**config.mk**
```make
export PLATFORM = sky130hd
export DESIGN_NAME = pwr_cmd_rx
export DESIGN_NICKNAME = d
export VERILOG_FILES = /design/src/rtl/pwr_cmd_pkg.sv /design/src/rtl/pwr_cmd_ctrl.sv /design/src/rtl/pwr_cmd_dp.sv /design/src/rtl/pwr_cmd_rx.sv
export SDC_FILE = /design/constraint.sdc
export NUM_CORES = 1
export LEC_CHECK = 0
export BUFFER_PORTS_ARGS = -buffer_cell sky130_fd_sc_hd__buf_2
export CAP_MARGIN = 30
export CORE_UTILIZATION = 35
export DETAILED_ROUTE_END_ITERATION = 6
export PLACE_DENSITY = 0.53
export SYNTH_ARGS = -nofsm -noshare
export SYNTH_HDL_FRONTEND = slang
export SYNTH_SLANG_ARGS = --single-unit
export TNS_END_PERCENT = 100
```
**constraint.sdc**
```tcl
create_clock -name clk -period 3.85 [get_ports clk]
set_clock_uncertainty 0.1 [all_clocks]
set_input_delay 0.385 -clock clk [delete_from_list [all_inputs] [get_ports clk]]
set_output_delay 0.385 -clock clk [all_outputs]
set_load 0.05 [all_outputs]
```
**src/rtl/pwr_cmd_pkg.sv**
```systemverilog
package pwr_cmd_pkg;

  localparam logic [7:0] EXT_PREFIX_A = 8'hFE;
  localparam logic [7:0] EXT_PREFIX_B = 8'hFF;

  // strobes from control to datapath
  typedef struct packed {
    logic clear;    // new transfer: drop packet state
    logic sample;   // shift one bit in
    logic capture;  // byte complete and belongs to this device
    logic commit;   // stop on a good packet
    logic reject;   // packet dropped with error
  } dpCtl_t;

  typedef enum logic [1:0] {PH_IDLE, PH_BITS, PH_ACKWAIT, PH_ACK} phase_t;

  // CRC-8, polynomial 0x07, one byte at a time
  function automatic logic [7:0] crc8Step(input logic [7:0] crcIn, input logic [7:0] dataIn);
    logic [7:0] c;
    c = crcIn ^ dataIn;
    for (int i = 0; i < 8; i++) begin
      c = c[7] ? ({c[6:0], 1'b0} ^ 8'h07) : {c[6:0], 1'b0};
    end
    return c;
  endfunction

endpackage

```
**src/rtl/pwr_cmd_ctrl.sv**
```systemverilog
module pwr_cmd_ctrl
  import pwr_cmd_pkg::*;
#(
  parameter int SYNC_STAGES = 2
) (
  input  logic         clk,
  input  logic         rstN,
  input  logic         sclIn,
  input  logic         sdaIn,
  input  logic [6:0]   devAddr,
  input  logic [7:0]   newByte,
  input  logic         byteFits,
  input  logic         pktGood,
  output dpCtl_t       ctl,
  output logic         sdaBit,
  output logic         sdaPullLow
);

  logic [SYNC_STAGES-1:0] sclPipe, sdaPipe;
  logic sclPrev, sdaPrev, sclS, sdaS;

  always_ff @(posedge clk or negedge rstN) begin
    if (!rstN) begin
      sclPipe <= '1;
      sdaPipe <= '1;
      sclPrev <= 1'b1;
      sdaPrev <= 1'b1;
    end else begin
      sclPipe <= {sclPipe[SYNC_STAGES-2:0], sclIn};
      sdaPipe <= {sdaPipe[SYNC_STAGES-2:0], sdaIn};
      sclPrev <= sclS;
      sdaPrev <= sdaS;
    end
  end

  assign sclS   = sclPipe[SYNC_STAGES-1];
  assign sdaS   = sdaPipe[SYNC_STAGES-1];
  assign sdaBit = sdaS;

  logic sclRise, sclFall, startEv, stopEv;
  assign sclRise = sclS & ~sclPrev;
  assign sclFall = ~sclS & sclPrev;
  assign startEv = sclS & sclPrev & sdaPrev & ~sdaS;
  assign stopEv  = sclS & sclPrev & ~sdaPrev & sdaS;

  phase_t     phase;
  logic [2:0] bitCnt;
  logic       ownPkt;
  logic       ackGo;
  logic       lastBit, addrHit;

  assign addrHit = (newByte[7:1] == devAddr) && !newByte[0];

  always_comb begin
    ctl         = '0;
    ctl.sample  = (phase == PH_BITS) && sclRise;
    lastBit     = ctl.sample && (bitCnt == 3'd7);
    ctl.capture = lastBit && (ownPkt || addrHit);
    ctl.clear   = startEv;
    ctl.commit  = stopEv && ownPkt && pktGood;
    ctl.reject  = (stopEv && ownPkt && !pktGood) || (startEv && ownPkt);
  end

  always_ff @(posedge clk or negedge rstN) begin
    if (!rstN) begin
      phase      <= PH_IDLE;
      bitCnt     <= 3'd0;
      ownPkt     <= 1'b0;
      ackGo      <= 1'b0;
      sdaPullLow <= 1'b0;
    end else if (startEv) begin
      phase      <= PH_BITS;
      bitCnt     <= 3'd0;
      ownPkt     <= 1'b0;
      sdaPullLow <= 1'b0;
    end else if (stopEv) begin
      phase      <= PH_IDLE;
      bitCnt     <= 3'd0;
      ownPkt     <= 1'b0;
      sdaPullLow <= 1'b0;
    end else begin
      unique case (phase)
        PH_BITS: if (sclRise) begin
          bitCnt <= bitCnt + 3'd1;
          if (bitCnt == 3'd7) begin
            phase <= PH_ACKWAIT;
            ackGo <= ownPkt ? byteFits : addrHit;
            if (!ownPkt) ownPkt <= addrHit;
          end
        end
        PH_ACKWAIT: if (sclFall) begin
          sdaPullLow <= ackGo;
          phase      <= PH_ACK;
        end
        PH_ACK: if (sclFall) begin
          sdaPullLow <= 1'b0;
          bitCnt     <= 3'd0;
          phase      <= ownPkt ? PH_BITS : PH_IDLE;
        end
        default: ;
      endcase
    end
  end

endmodule

```
**src/rtl/pwr_cmd_dp.sv**
```systemverilog
module pwr_cmd_dp
  import pwr_cmd_pkg::*;
#(
  parameter int MAX_DATA = 4
) (
  input  logic                          clk,
  input  logic                          rstN,
  input  dpCtl_t                        ctl,
  input  logic                          sdaBit,
  input  logic                          pecEnable,
  input  logic                          wrProtect,
  output logic [7:0]                    newByte,
  output logic                          byteFits,
  output logic                          pktGood,
  output logic                          cmdValid,
  output logic [7:0]                    cmdCode,
  output logic                          cmdExt,
  output logic [$clog2(MAX_DATA+1)-1:0] cmdLen,
  output logic [8*MAX_DATA-1:0]         cmdData,
  output logic                          errPulse
);

  localparam int BUFN = MAX_DATA + 1;
  localparam int CNTW = $clog2(MAX_DATA + 4);
  localparam int LENW = $clog2(MAX_DATA + 1);
  localparam logic [CNTW-1:0] BASE_LIM = CNTW'(MAX_DATA + 2);

  logic [7:0]      shiftReg, crcReg, cmdReg;
  logic [CNTW-1:0] byteCnt, limit, needCnt, dataCnt;
  logic            ovf, extCode, enough;
  logic [7:0]      bufMem [BUFN];

  assign newByte  = {shiftReg[6:0], sdaBit};
  assign limit    = BASE_LIM + CNTW'(pecEnable);
  assign byteFits = byteCnt < limit;
  assign needCnt  = CNTW'(2) + CNTW'(pecEnable);
  assign enough   = byteCnt >= needCnt;
  assign dataCnt  = byteCnt - needCnt;
  assign extCode  = (cmdReg == EXT_PREFIX_A) || (cmdReg == EXT_PREFIX_B);
  assign pktGood  = enough && !ovf && !wrProtect
                    && (!pecEnable || crcReg == 8'h00)
                    && !(extCode && dataCnt == '0);

  always_ff @(posedge clk or negedge rstN) begin
    if (!rstN) begin
      shiftReg <= '0;
      crcReg   <= '0;
      cmdReg   <= '0;
      byteCnt  <= '0;
      ovf      <= 1'b0;
    end else begin
      if (ctl.sample) shiftReg <= newByte;
      if (ctl.clear) begin
        crcReg  <= '0;
        byteCnt <= '0;
        ovf     <= 1'b0;
      end else if (ctl.capture) begin
        if (byteFits) begin
          crcReg  <= crc8Step(crcReg, newByte);
          byteCnt <= byteCnt + CNTW'(1);
          if (byteCnt == CNTW'(1)) cmdReg <= newByte;
        end else begin
          ovf <= 1'b1;
        end
      end
    end
  end

  for (genvar g = 0; g < BUFN; g++) begin : g_buf
    always_ff @(posedge clk or negedge rstN) begin
      if (!rstN) bufMem[g] <= '0;
      else if (ctl.capture && byteFits && byteCnt == CNTW'(g + 2)) bufMem[g] <= newByte;
    end
  end

  always_ff @(posedge clk or negedge rstN) begin
    if (!rstN) begin
      cmdValid <= 1'b0;
      errPulse <= 1'b0;
      cmdCode  <= '0;
      cmdExt   <= 1'b0;
      cmdLen   <= '0;
    end else begin
      cmdValid <= ctl.commit;
      errPulse <= ctl.reject;
      if (ctl.commit) begin
        cmdCode <= cmdReg;
        cmdExt  <= extCode;
        cmdLen  <= LENW'(dataCnt);
      end
    end
  end

  for (genvar k = 0; k < MAX_DATA; k++) begin : g_lane
    always_ff @(posedge clk or negedge rstN) begin
      if (!rstN) cmdData[8*k +: 8] <= '0;
      else if (ctl.commit) cmdData[8*k +: 8] <= (CNTW'(k) < dataCnt) ? bufMem[k] : 8'h00;
    end
  end

endmodule

```
**src/rtl/pwr_cmd_rx.sv**
```systemverilog
module pwr_cmd_rx
  import pwr_cmd_pkg::*;
#(
  parameter int MAX_DATA    = 4,
  parameter int SYNC_STAGES = 2
) (
  input  logic                          clk,
  input  logic                          rstN,
  input  logic                          sclIn,
  input  logic                          sdaIn,
  output logic                          sdaPullLow,
  input  logic [6:0]                    devAddr,
  input  logic                          pecEnable,
  input  logic                          wrProtect,
  output logic                          cmdValid,
  output logic [7:0]                    cmdCode,
  output logic                          cmdExt,
  output logic [$clog2(MAX_DATA+1)-1:0] cmdLen,
  output logic [8*MAX_DATA-1:0]         cmdData,
  output logic                          errPulse
);

  dpCtl_t     ctlBus;
  logic       sdaBit, byteFits, pktGood;
  logic [7:0] newByte;

  pwr_cmd_ctrl #(.SYNC_STAGES(SYNC_STAGES)) uCtrl (
    .clk(clk), .rstN(rstN), .sclIn(sclIn), .sdaIn(sdaIn), .devAddr(devAddr),
    .newByte(newByte), .byteFits(byteFits), .pktGood(pktGood),
    .ctl(ctlBus), .sdaBit(sdaBit), .sdaPullLow(sdaPullLow)
  );

  pwr_cmd_dp #(.MAX_DATA(MAX_DATA)) uDp (
    .clk(clk), .rstN(rstN), .ctl(ctlBus), .sdaBit(sdaBit),
    .pecEnable(pecEnable), .wrProtect(wrProtect),
    .newByte(newByte), .byteFits(byteFits), .pktGood(pktGood),
    .cmdValid(cmdValid), .cmdCode(cmdCode), .cmdExt(cmdExt),
    .cmdLen(cmdLen), .cmdData(cmdData), .errPulse(errPulse)
  );

endmodule

```
## After elaboration in Yosys (flattened, before gate mapping)

Cells that the tools add are included.

- Flip-flop bits (word level): 119
- Input bits: 13
- Output and inout port bits: 47

- Bitwise logic cells: 22
- Reduce and logical (&&, ||, !) cells: 46
- Add/subtract/negate cells: 5
- Multiplexer cells: 46
- Order comparisons: 6
- Eq/ne operators: 17

Operators with widths:

| cell | number |
|---|---|
| $mux 8 | 7 |
| $mux 3 | 15 |
| $not 3->3 | 8 |
| $logic_and 1x1->1 | 18 |
| $eq 8x8->1 const B | 2 |
| $mux 1 | 15 |
| $mux 2 | 6 |
| $ne 4x1->1 const B | 3 |
| $reduce_and 5->1 | 2 |
| $eq 3x3->1 const B | 3 |
| $reduce_and 3->1 | 3 |
| $reduce_bool 3->1 | 3 |
| $logic_not 8->1 | 1 |
| $reduce_bool 4->1 | 2 |
| $xor 8x8->8 | 1 |
| $and 1x1->1 | 7 |
| $eq 7x7->1 | 1 |
| $add 3x1->3 const B | 2 |
| $eq 3x2->1 const B | 2 |
| $logic_not 1->1 | 6 |
| $lt 1x3->1 const A | 2 |
| $lt 2x3->1 const A | 2 |
| $not 1->1 | 6 |
| $pmux 2 s3 | 1 |
| other kinds (18) | 24 |

## Longest topological paths before layout

Gate-level depths: netlist of run 1.

- Depth in word-level cells: 20
- Mapped depth: 11

## Cells and area by module

Synthesis of run 1 repeated with hierarchy kept, for this count alone.

- Cells, all modules: 385
- Area, all modules: 5161.2 µm²

By module, submodules not included:

| module | area an instance (µm²) | times used | seq. area each (µm²) | cells each |
|---|---|---|---|---|
| pwr_cmd_dp | 4396.7 | 1 | 2627.5 | 309 |
| pwr_cmd_ctrl | 764.5 | 1 | 357.8 | 76 |

## Worst setup path before layout of run 1

Ideal clock, no wire load.

- Path kind: register to register
- Start point: register uDp.byteCnt[0]
- End point: register uDp.cmdCode[4]
- Path slack: 1.179 ns
- Period minus slack after synthesis: 2.671 ns
- Data required time: 3.625 ns
- Path buffers: 2
- Library setup time: 0.125 ns
- Cell stages (with the launch flop): 12
- Arrival time: 2.446 ns
- Cells stage by stage: dfrtp_1 -> inv_1 -> ha_1 -> inv_1 -> ha_1 -> xnor2_1 -> nor3_1 -> a2111oi_0 -> and3_1 -> buf_2 -> buf_4 -> mux2_2

- Cells in the longest elaborated chain, start to end: 6
- Elaborated cells on any way between the ends: 10

RTL lines:

| what | RTL line | source |
|---|---|---|
| from (decl) | pwr_cmd_dp.sv:29 | `logic [CNTW-1:0] byteCnt, limit, needCnt, dataCnt;` |
| from (signal assigned) | pwr_cmd_dp.sv:60 | `byteCnt <= byteCnt + CNTW'(1);` |
| $sub 3x3->3 / $ge 3x3->1 (equally long branches) | pwr_cmd_dp.sv:38, pwr_cmd_dp.sv:37 |  |
| $logic_not 3->1 / $logic_and 1x1->1 (equally long branches) | pwr_cmd_dp.sv:42, pwr_cmd_dp.sv:40 |  |
| $logic_and 1x1->1 (on tied branches) | pwr_cmd_dp.sv:42, pwr_cmd_dp.sv:40 |  |
| $logic_not 1->1 / $logic_and 1x1->1 (equally long branches) | pwr_cmd_dp.sv:42, pwr_cmd_dp.sv:41 |  |
| $logic_and 1x1->1 * | pwr_cmd_dp.sv:42 | `&& !(extCode && dataCnt == '0);` |
| $logic_and 1x1->1 * | pwr_cmd_ctrl.sv:60 | `ctl.commit = stopEv && ownPkt && pktGood;` |
| to (signal assigned) | pwr_cmd_dp.sv:87 | `cmdCode <= cmdReg;` |
| to (decl) | pwr_cmd_dp.sv:16 | `output logic [7:0] cmdCode,` |

Every way passes the cells marked *; elsewhere a longest branch is shown, timed or not.
A chain may end at the register's enable or synchronous reset.

## Final worst setup path of run 1

- Start point: register uDp.byteCnt[0]
- End point: register uDp.cmdCode[3]

Same word-level chain as after synthesis.

==> flow_summary.json, run 1 <==
{
  "multi_input_area_um2": 2152,
  "grt_pass1_vias": 3509,
  "grt_first_pass_wirelength_um": 19200,
  "dieArea_um2": 16030,
  "die_x_um": 126.6,
  "yosysWarnings": 0,
  "layout_setup_ws_ns": 0.7550,
  "timing_hold_violations_final": 0,
  "maxCapViolations": 0,
  "hp-class": "reg -> reg",
  "fillerInstances": 1447,
  "fin_nets": 526,
  "hp-start": "uCtrl.sdaPipe[0]$_DFF_PN1_",
  "status": "finished, final reports clean",
  "antenna_found_initial": 0,
  "cts_buffers": 17,
  "required_ns": 4.04,
  "cp_max_fo": 18,
  "drt-initial-drc-count": 153,
  "grt-ovfl-total": 0,
  "startpoint_type": "flop",
  "synth_top_area_cell": "dfrtp_1",
  "synth.top_cell.area_share_pct": 52.03,
  "die_h_um": 126.6,
  "setup_tns_ns": 0,
  "drive_gt1_share_pct": 33.91,
  "instances_no_fill": 704,
  "syn_inst": 437,
  "viasPerCell": 4.807,
  "drt-total-wl_um": 11520,
  "cellLeakagePower_nw": 3.060,
  "rsz0062_at_grt": "no",
  "worstMarginPinSlew_ns": 0.9742,
  "period_minus_slack_ns": 3.095,
  "clockBufferDepth": 2,
  "ys_seq_area_share_pct": 54.93,
  "whs_ns": 0.2541,
  "regArea_um2": 2985,
  "grt_max_degree": 72,
  "gp_congestion": 0.7793,
  "coreArea_um2": 15200,
  "power-per-cell-area_nw_per_um2": 521.2,
  "syn_nets": 459,
  "cts.sinks": 119,
  "synth_top_flop_cell": "dfrtp_1",
  "final_util_pct": 42.98,
  "slew_violations": 0,
  "io_pins": 60,
  "ant_nets": 0,
  "cts_root_buf": "clkbuf_16",
  "synth_edf_count": 0,
  "slew_headroom_pct": 35.05,
  "synth-seq-cells": 119,
  "syn_avg_cell_area_um2": 12.44,
  "grt_use_total_pct": 16.03,
  "cts_setup_buffers": 0,
  "r2r_start": "uDp.byteCnt[0]$_DFFE_PN0P_",
  "syn_area_um2": 5435,
  "clk_pin_slew_ns": 0.05,
  "syn_to_final_growth_pct": 20.21,
  "cp.arrival_ns": 3.28,
  "finalCritPeriodShare_pct": 80.39,
  "vias": 3384,
  "ir_drop_v": 0.0003440,
  "synth.distinct_cells": 52,
  "hpwl_um": 7661,
  "dpl.cell_count": 670,
  "cts_resized": 0,
  "cp-end-kind": "flop",
  "antennaDiodeCount": 0,
  "synthArstFlopShare_pct": 100.0,
  "drt_pre_antenna_iters": 4,
  "cts_tree": "yes",
  "clock_latency_ns": 0.41,
  "crit_type": "reg -> reg",
  "route.detailed.drc": 0,
  "port-buffer-count": 59,
  "setup_violations": 0,
  "place_ws_ns": 0.7902,
  "ys_top_cells_by_area": "dfrtp_1 (52%), mux2_2 (12%), mux2i_1 (7.4%)",
  "wl_per_cell_um": 16.37,
  "cp-startpoint": "uDp.byteCnt[0]$_DFFE_PN0P_",
  "max_freq_mhz": 323.1,
  "row_count": 45,
  "ctsHoldBuffers": 3,
  "htree_levels": 4,
  "initial_utilization_pct": 35.75
}
## synthesized netlist by cell type (all sizes together), types with 2 or more instances
cell type and count:
inv 45, nor3b 2, nand2b 3, nand2 44, mux2 60, a22o 3
o21a 2, nor4 7, xnor2 16, nor2 4, xor2 13, mux2i 40
nand4 2, a21oi 5, buf 15, ha 9, dfstp 6, a21boi 2
clkbuf 7, dfrtp 113, or2 2, nand3 4, nor3 3, o21ai 10
## through the flow
| stage | power [mW] | instance area, um2 |
|---|---|---|
| 2_1_floorplan | 1.750 | 5435 |
| 3_3_place_gp | 1.893 | 5924 |
| 3_5_place_dp | 1.899 | 5924 |
| 4_1_cts | 3.448 | 6534 |
| 5_1_grt | 3.559 | 6534 |
| 6_report | 3.405 | 6534 |
## cells by family after synthesis
logic type	count (synthesis)	synth area share (%)
compound gates	31	3.891
xor+xnor	30	5.087
fa+ha+maj	9	2.072
buf+inv	67	5.502
flops	119	54.93
mux	100	19.80
simple gates	81	8.725
## power by group
part | internal [mW] | total, mW | switching, mW
Combinational | 0.223 | 0.466 | 0.243
Sequential | 1.30 | 1.41 | 0.106
Clock | 0.982 | 1.53 | 0.548
## cell type report
class	instances	share of cell area, %
clock buffer	24	7.832
clock inverter	7	1.034
inverter	45	2.585
multi-input combinational	251	32.94
sequential	119	45.69
tap	188	3.600
timing repair buffer	70	6.319
## placed cells by master (no fill, tap or decap), types with 2 or more instances in the layout
master and count:
nor2_1 3, nand3_1 4, mux2i_1 40, clkbuf_8 6, clkbuf_16 17, mux2_2 60
buf_2 58, or2_2 2, a21oi_1 4, clkinvlp_4 3, xnor2_1 16, a22o_1 3
nor4_4 3, o21ai_0 10, ha_1 9, a21boi_0 2, nand2b_1 3, o21a_1 2
dlygate4sd3_1 3, buf_4 7, buf_12 2, dfstp_2 6, clkinv_2 3, xor2_1 13
inv_1 45, nor4_1 4, nand4_1 2, nand2_1 43, nor3_1 3, dfrtp_1 113
## registers in the layout, summed over array words and instances (netlist names), 3 cells and up
register / cells
uDp.cmdData: 32
uDp.shiftReg: 7
uDp.byteCnt: 3
uDp.crcReg: 8
uDp.cmdLen: 3
uDp.cmdReg: 8
uDp.bufMem: 32
uDp.cmdCode: 8
uCtrl.bitCnt: 3
## worst max-delay path, cell delays in order, from the launching register on
cell and delay, ns:
dfrtp_1 0.43, inv_1 0.14, ha_1 0.20, inv_1 0.08, ha_1 0.19, xnor2_1 0.18, nor3_1 0.06, a2111oi_0 0.43
and3_2 0.57, buf_12 0.23, mux2_2 0.35
## worst paths after layout
| kind | endpoint | slack, ns | cells after the start |
|---|---|---|---|
| max in group asynchronous | uDp.cmdReg[4]$_DFFE_PN0P_ | 2.40 | 3 |
| setup reg to reg | uDp.cmdCode[3]$_DFFE_PN0P_ | 0.76 | 10 |
| hold / removal | uCtrl.sdaPipe[1]$_DFF_PN1_ | 0.25 | 0 |
| min in group asynchronous | uDp.cmdValid$_DFF_PN0_ | 0.45 | 2 |
| hold reg to reg | uCtrl.sdaPipe[1]$_DFF_PN1_ | 0.25 | 0 |
| setup / recovery | uDp.cmdCode[3]$_DFFE_PN0P_ | 0.76 | 10 |
## per-layer routing
metal | global-route usage, % | vias up | share of wire, %
met4 | 6.166 | 0 | 1.5
met1 | 22.14 | 1691 | 49
met2 | 23.72 | 68 | 45
met5 | 0 | - | 0
li1 | - | 1612 | -
met3 | 4.597 | 13 | 4.2
(Power assumes the default switching activity.)
==> inputs of run 2 (changes only) <==
- ABC_AREA: not set -> 1
- clock period: 3.85 -> 2.97 ns (I/O delays scaled with it)
==> run 2 against run 1 <==
Net effect:
- hold slack gained 0.0017 ns
- sequential share of layout area shrank 0.73 points
- power grew 23%
- routed wire length grew 13%
- clock-buffer cell count shrank 3
- register-to-register slack lost 0.40 ns
- global-route usage grew 1.2 points
- clock power grew 22%
- worst setup slack lost 0.40 ns
- flip-flop and latch count is the same
==> flow_summary.json, run 2 <==
{
  "syn_avg_cell_area_um2": 8.617,
  "antennaDiodeCount": 0,
  "grt_use_total_pct": 17.18,
  "ctsHoldBuffers": 3,
  "max_stage_delay_ns": 0.41,
  "drt-total-wl_um": 12970,
  "period_minus_slack_ns": 2.616,
  "cts.sinks": 119,
  "status": "finished, final reports clean",
  "slew_violations": 0,
  "coreArea_um2": 15430,
  "synth.distinct_cells": 34,
  "fin_area_um2": 6640,
  "wl_per_cell_um": 13.82,
  "ys_seq_area_share_pct": 53.06,
  "hp-class": "reg -> reg",
  "ir_drop_v": 0.0004058,
  "yosysWarnings": 0,
  "cts_resized": 0,
  "worstMarginPinSlew_ns": 0.6454,
  "row_count": 45,
  "slew_headroom_pct": 56.78,
  "drt_pre_antenna_iters": 4,
  "die_x_um": 128.8,
  "placed_cell_area_um2": 6071,
  "synth_top_area_cell": "dfrtp_1",
  "io_pins": 60,
  "dieArea_um2": 16590,
  "final_cell_mix": "nand2_1 (263), dfrtp_1 (113), buf_2 (58)",
  "r2r_cells": 13,
  "synth_top_flop_cell": "dfrtp_1",
  "cellLeakagePower_nw": 3.509,
  "cp-end-kind": "flop",
  "worst_hold_path.endpoint": "uCtrl.sdaPipe[1]$_DFF_PN1_",
  "crit_type": "reg -> reg",
  "setup_violations": 0,
  "synthArstFlopShare_pct": 100.0,
  "antenna_found_initial": 0,
  "drive_gt1_share_pct": 19.67,
  "maxCapViolations": 0,
  "clk_pin_slew_ns": 0.05,
  "rsz0062_at_grt": "no",
  "required_ns": 3.16,
  "r2r_end": "uDp.cmdData[14]$_DFFE_PN0P_",
  "synth-seq-cells": 119,
  "synth_edf_count": 0,
  "syn_area_um2": 5627,
  "cts_root_buf": "clkbuf_16",
  "r2r_start": "uDp.byteCnt[0]$_DFFE_PN0P_",
  "max_freq_mhz": 382.2,
  "ff2ff_setup_slack_ns": 0.35,
  "cts_tree": "yes",
  "ant_nets": 0,
  "final_common_cell": "nand2_1",
  "grt_first_pass_wirelength_um": 21660,
  "ys_top_cells_by_area": "dfrtp_1 (50%), nand2_1 (18%), nand3_1 (3.9%)",
  "grt_pass1_vias": 4221,
  "clock_latency_ns": 0.41,
  "htree_levels": 4,
  "fillerInstances": 1620,
  "netlist_top_cells_count": "nand2_1 (263), dfrtp_1 (113), nand3_1 (44)",
  "comb_power_share_pct": 13.1,
  "holdPathStages": 0,
  "syn_nets": 675,
  "hp-start": "uCtrl.sdaPipe[0]$_DFF_PN1_",
  "crit_chain": "inv_1, ha_1, inv_1, ha_1, inv_2, nand2_2, nand2_4, nor2_4, a31oi_4, nand3_2, buf_4, nand2_1, o21ai_1",
  "syn_inst": 653,
  "viasPerCell": 4.623,
  "critPathTopFamily": "simple AND/OR/NAND/NOR gates",
  "power-per-cell-area_nw_per_um2": 629.9,
  "cts_buffers": 17,
  "fin_nets": 738,
  "cp_num_buf_inv": 4,
  "intPower_mw": 3.043,
  "gp_congestion": 0.8431,
  "vias": 4336,
  "instances_no_fill": 938,
  "power_switching_mw": 1.139,
  "route.detailed.drc": 0,
  "hpwl_um": 8869,
  "grt_max_degree": 87,
  "die_h_um": 128.8,
  "cpMaxStageDelayCell": "dfrtp_1",
  "cts_setup_buffers": 0,
  "synth.most_common_cell": "nand2_1",
  "setup_tns_ns": 0,
  "cp_max_fo": 22,
  "seqPwrFrac_pct": 42.1,
  "pwr-share-clk_pct": 44.8,
  "largest_registers": "uDp.bufMem: 32 flops, uDp.cmdData: 32 flops",
  "port-buffer-count": 59,
  "timing_hold_violations_final": 0,
  "p_sw_share_pct": 27.24,
  "cp.arrival_ns": 2.81,
  "grt-ovfl-total": 0,
  "finalCritPeriodShare_pct": 88.09,
  "drt-initial-drc-count": 206,
  "synth.top_cell.area_share_pct": 50.26,
  "initial_utilization_pct": 36.47,
  "clockBufferDepth": 2,
  "dpl.cell_count": 905,
  "syn_to_final_growth_pct": 18.01,
  "startpoint_type": "flop"
}
[run 2: changes by cell type in the layout (fill, tap and decap cells not counted), sizes merged, moves of 7 or more]
cell | previous run | this run
nand4 | 2 | 20
nand3 | 4 | 45
inv | 45 | 52
nor2 | 4 | 21
o21ai | 10 | 58
mux2 | 60 | 0
xnor2 | 16 | 8
mux2i | 40 | 0
nand2 | 44 | 269
[run 2: per-stage QoR]
| stage | worst slack (ns) | util (%) | hold slack [ns] | total power, mW |
|---|---|---|---|---|
| 2_1_floorplan | 0.8615 | - | -0.09859 | 2.157 |
| 3_3_place_gp | 0.5050 | 39.35 | 0.1766 | 2.320 |
| 3_5_place_dp | 0.3763 | 39.35 | 0.1852 | 2.337 |
| 4_1_cts | 0.3632 | 43.04 | 0.2574 | 4.240 |
| 5_1_grt | 0.1410 | 43.04 | 0.2613 | 4.392 |
| 6_report | 0.3538 | 43.04 | 0.2557 | 4.183 |
[run 2: cell type report]
type	count	area, um2	share of cell area (%)
sequential	119	2985	44.96
multi-input combinational	453	2216	33.37
clock buffer	21	460.4	6.934
timing repair buffer	73	435.4	6.557
tap	211	264.0	3.976
inverter	52	200.2	3.015
clock inverter	9	78.83	1.187
[run 2: cells by family (layout without fill, tap and decap cells)]
kind of cell,Yosys count,after routing,synth area share [%]
AOI/OAI and AO/OA,64,64,6.760
xor gates and xnor gates,17,17,2.646
adders and majority gates,9,9,2.001
buffers and inverters,81,155,7.561
DFF,119,119,53.06
and+or+nand+nor,363,363,27.97
[run 2: worst max path at each step]
stage | from | endpoint | slack (ns) | cells after the start
finish | uDp.byteCnt[0]$_DFFE_PN0P_ | uDp.cmdData[14]$_DFFE_PN0P_ | 0.35 | 13
detailed placement | uDp.byteCnt[0]$_DFFE_PN0P_ | uDp.cmdData[6]$_DFFE_PN0P_ | 0.38 | 13
global placement | uDp.byteCnt[0]$_DFFE_PN0P_ | uDp.cmdLen[0]$_DFFE_PN0P_ | 0.50 | 13
CTS | uDp.byteCnt[0]$_DFFE_PN0P_ | uDp.cmdData[6]$_DFFE_PN0P_ | 0.36 | 13
global route | uDp.byteCnt[0]$_DFFE_PN0P_ | uDp.cmdData[9]$_DFFE_PN0P_ | 0.14 | 13
floorplan | uDp.byteCnt[0]$_DFFE_PN0P_ | uDp.cmdData[25]$_DFFE_PN0P_ | 0.86 | 14
[run 2: metal layers]
layer	vias up	wire length (um)	GRT usage [%]
li1	2208	-	-
met1	2051	6505	23.50
met2	67	5833	26.80
met3	10	479	3.950
met4	0	146	5.813
met5	-	0	0
[run 2: power by group through the flow]
stage / combinational (mW) / clock, mW / sequential, mW
2_1_floorplan: 0.390 / 0 / 1.77
4_1_cts: 0.558 / 1.92 / 1.76
3_3_place_gp: 0.537 / 0 / 1.78
3_5_place_dp: 0.551 / 0 / 1.79
6_report: 0.550 / 1.87 / 1.76
5_1_grt: 0.624 / 2.00 / 1.77
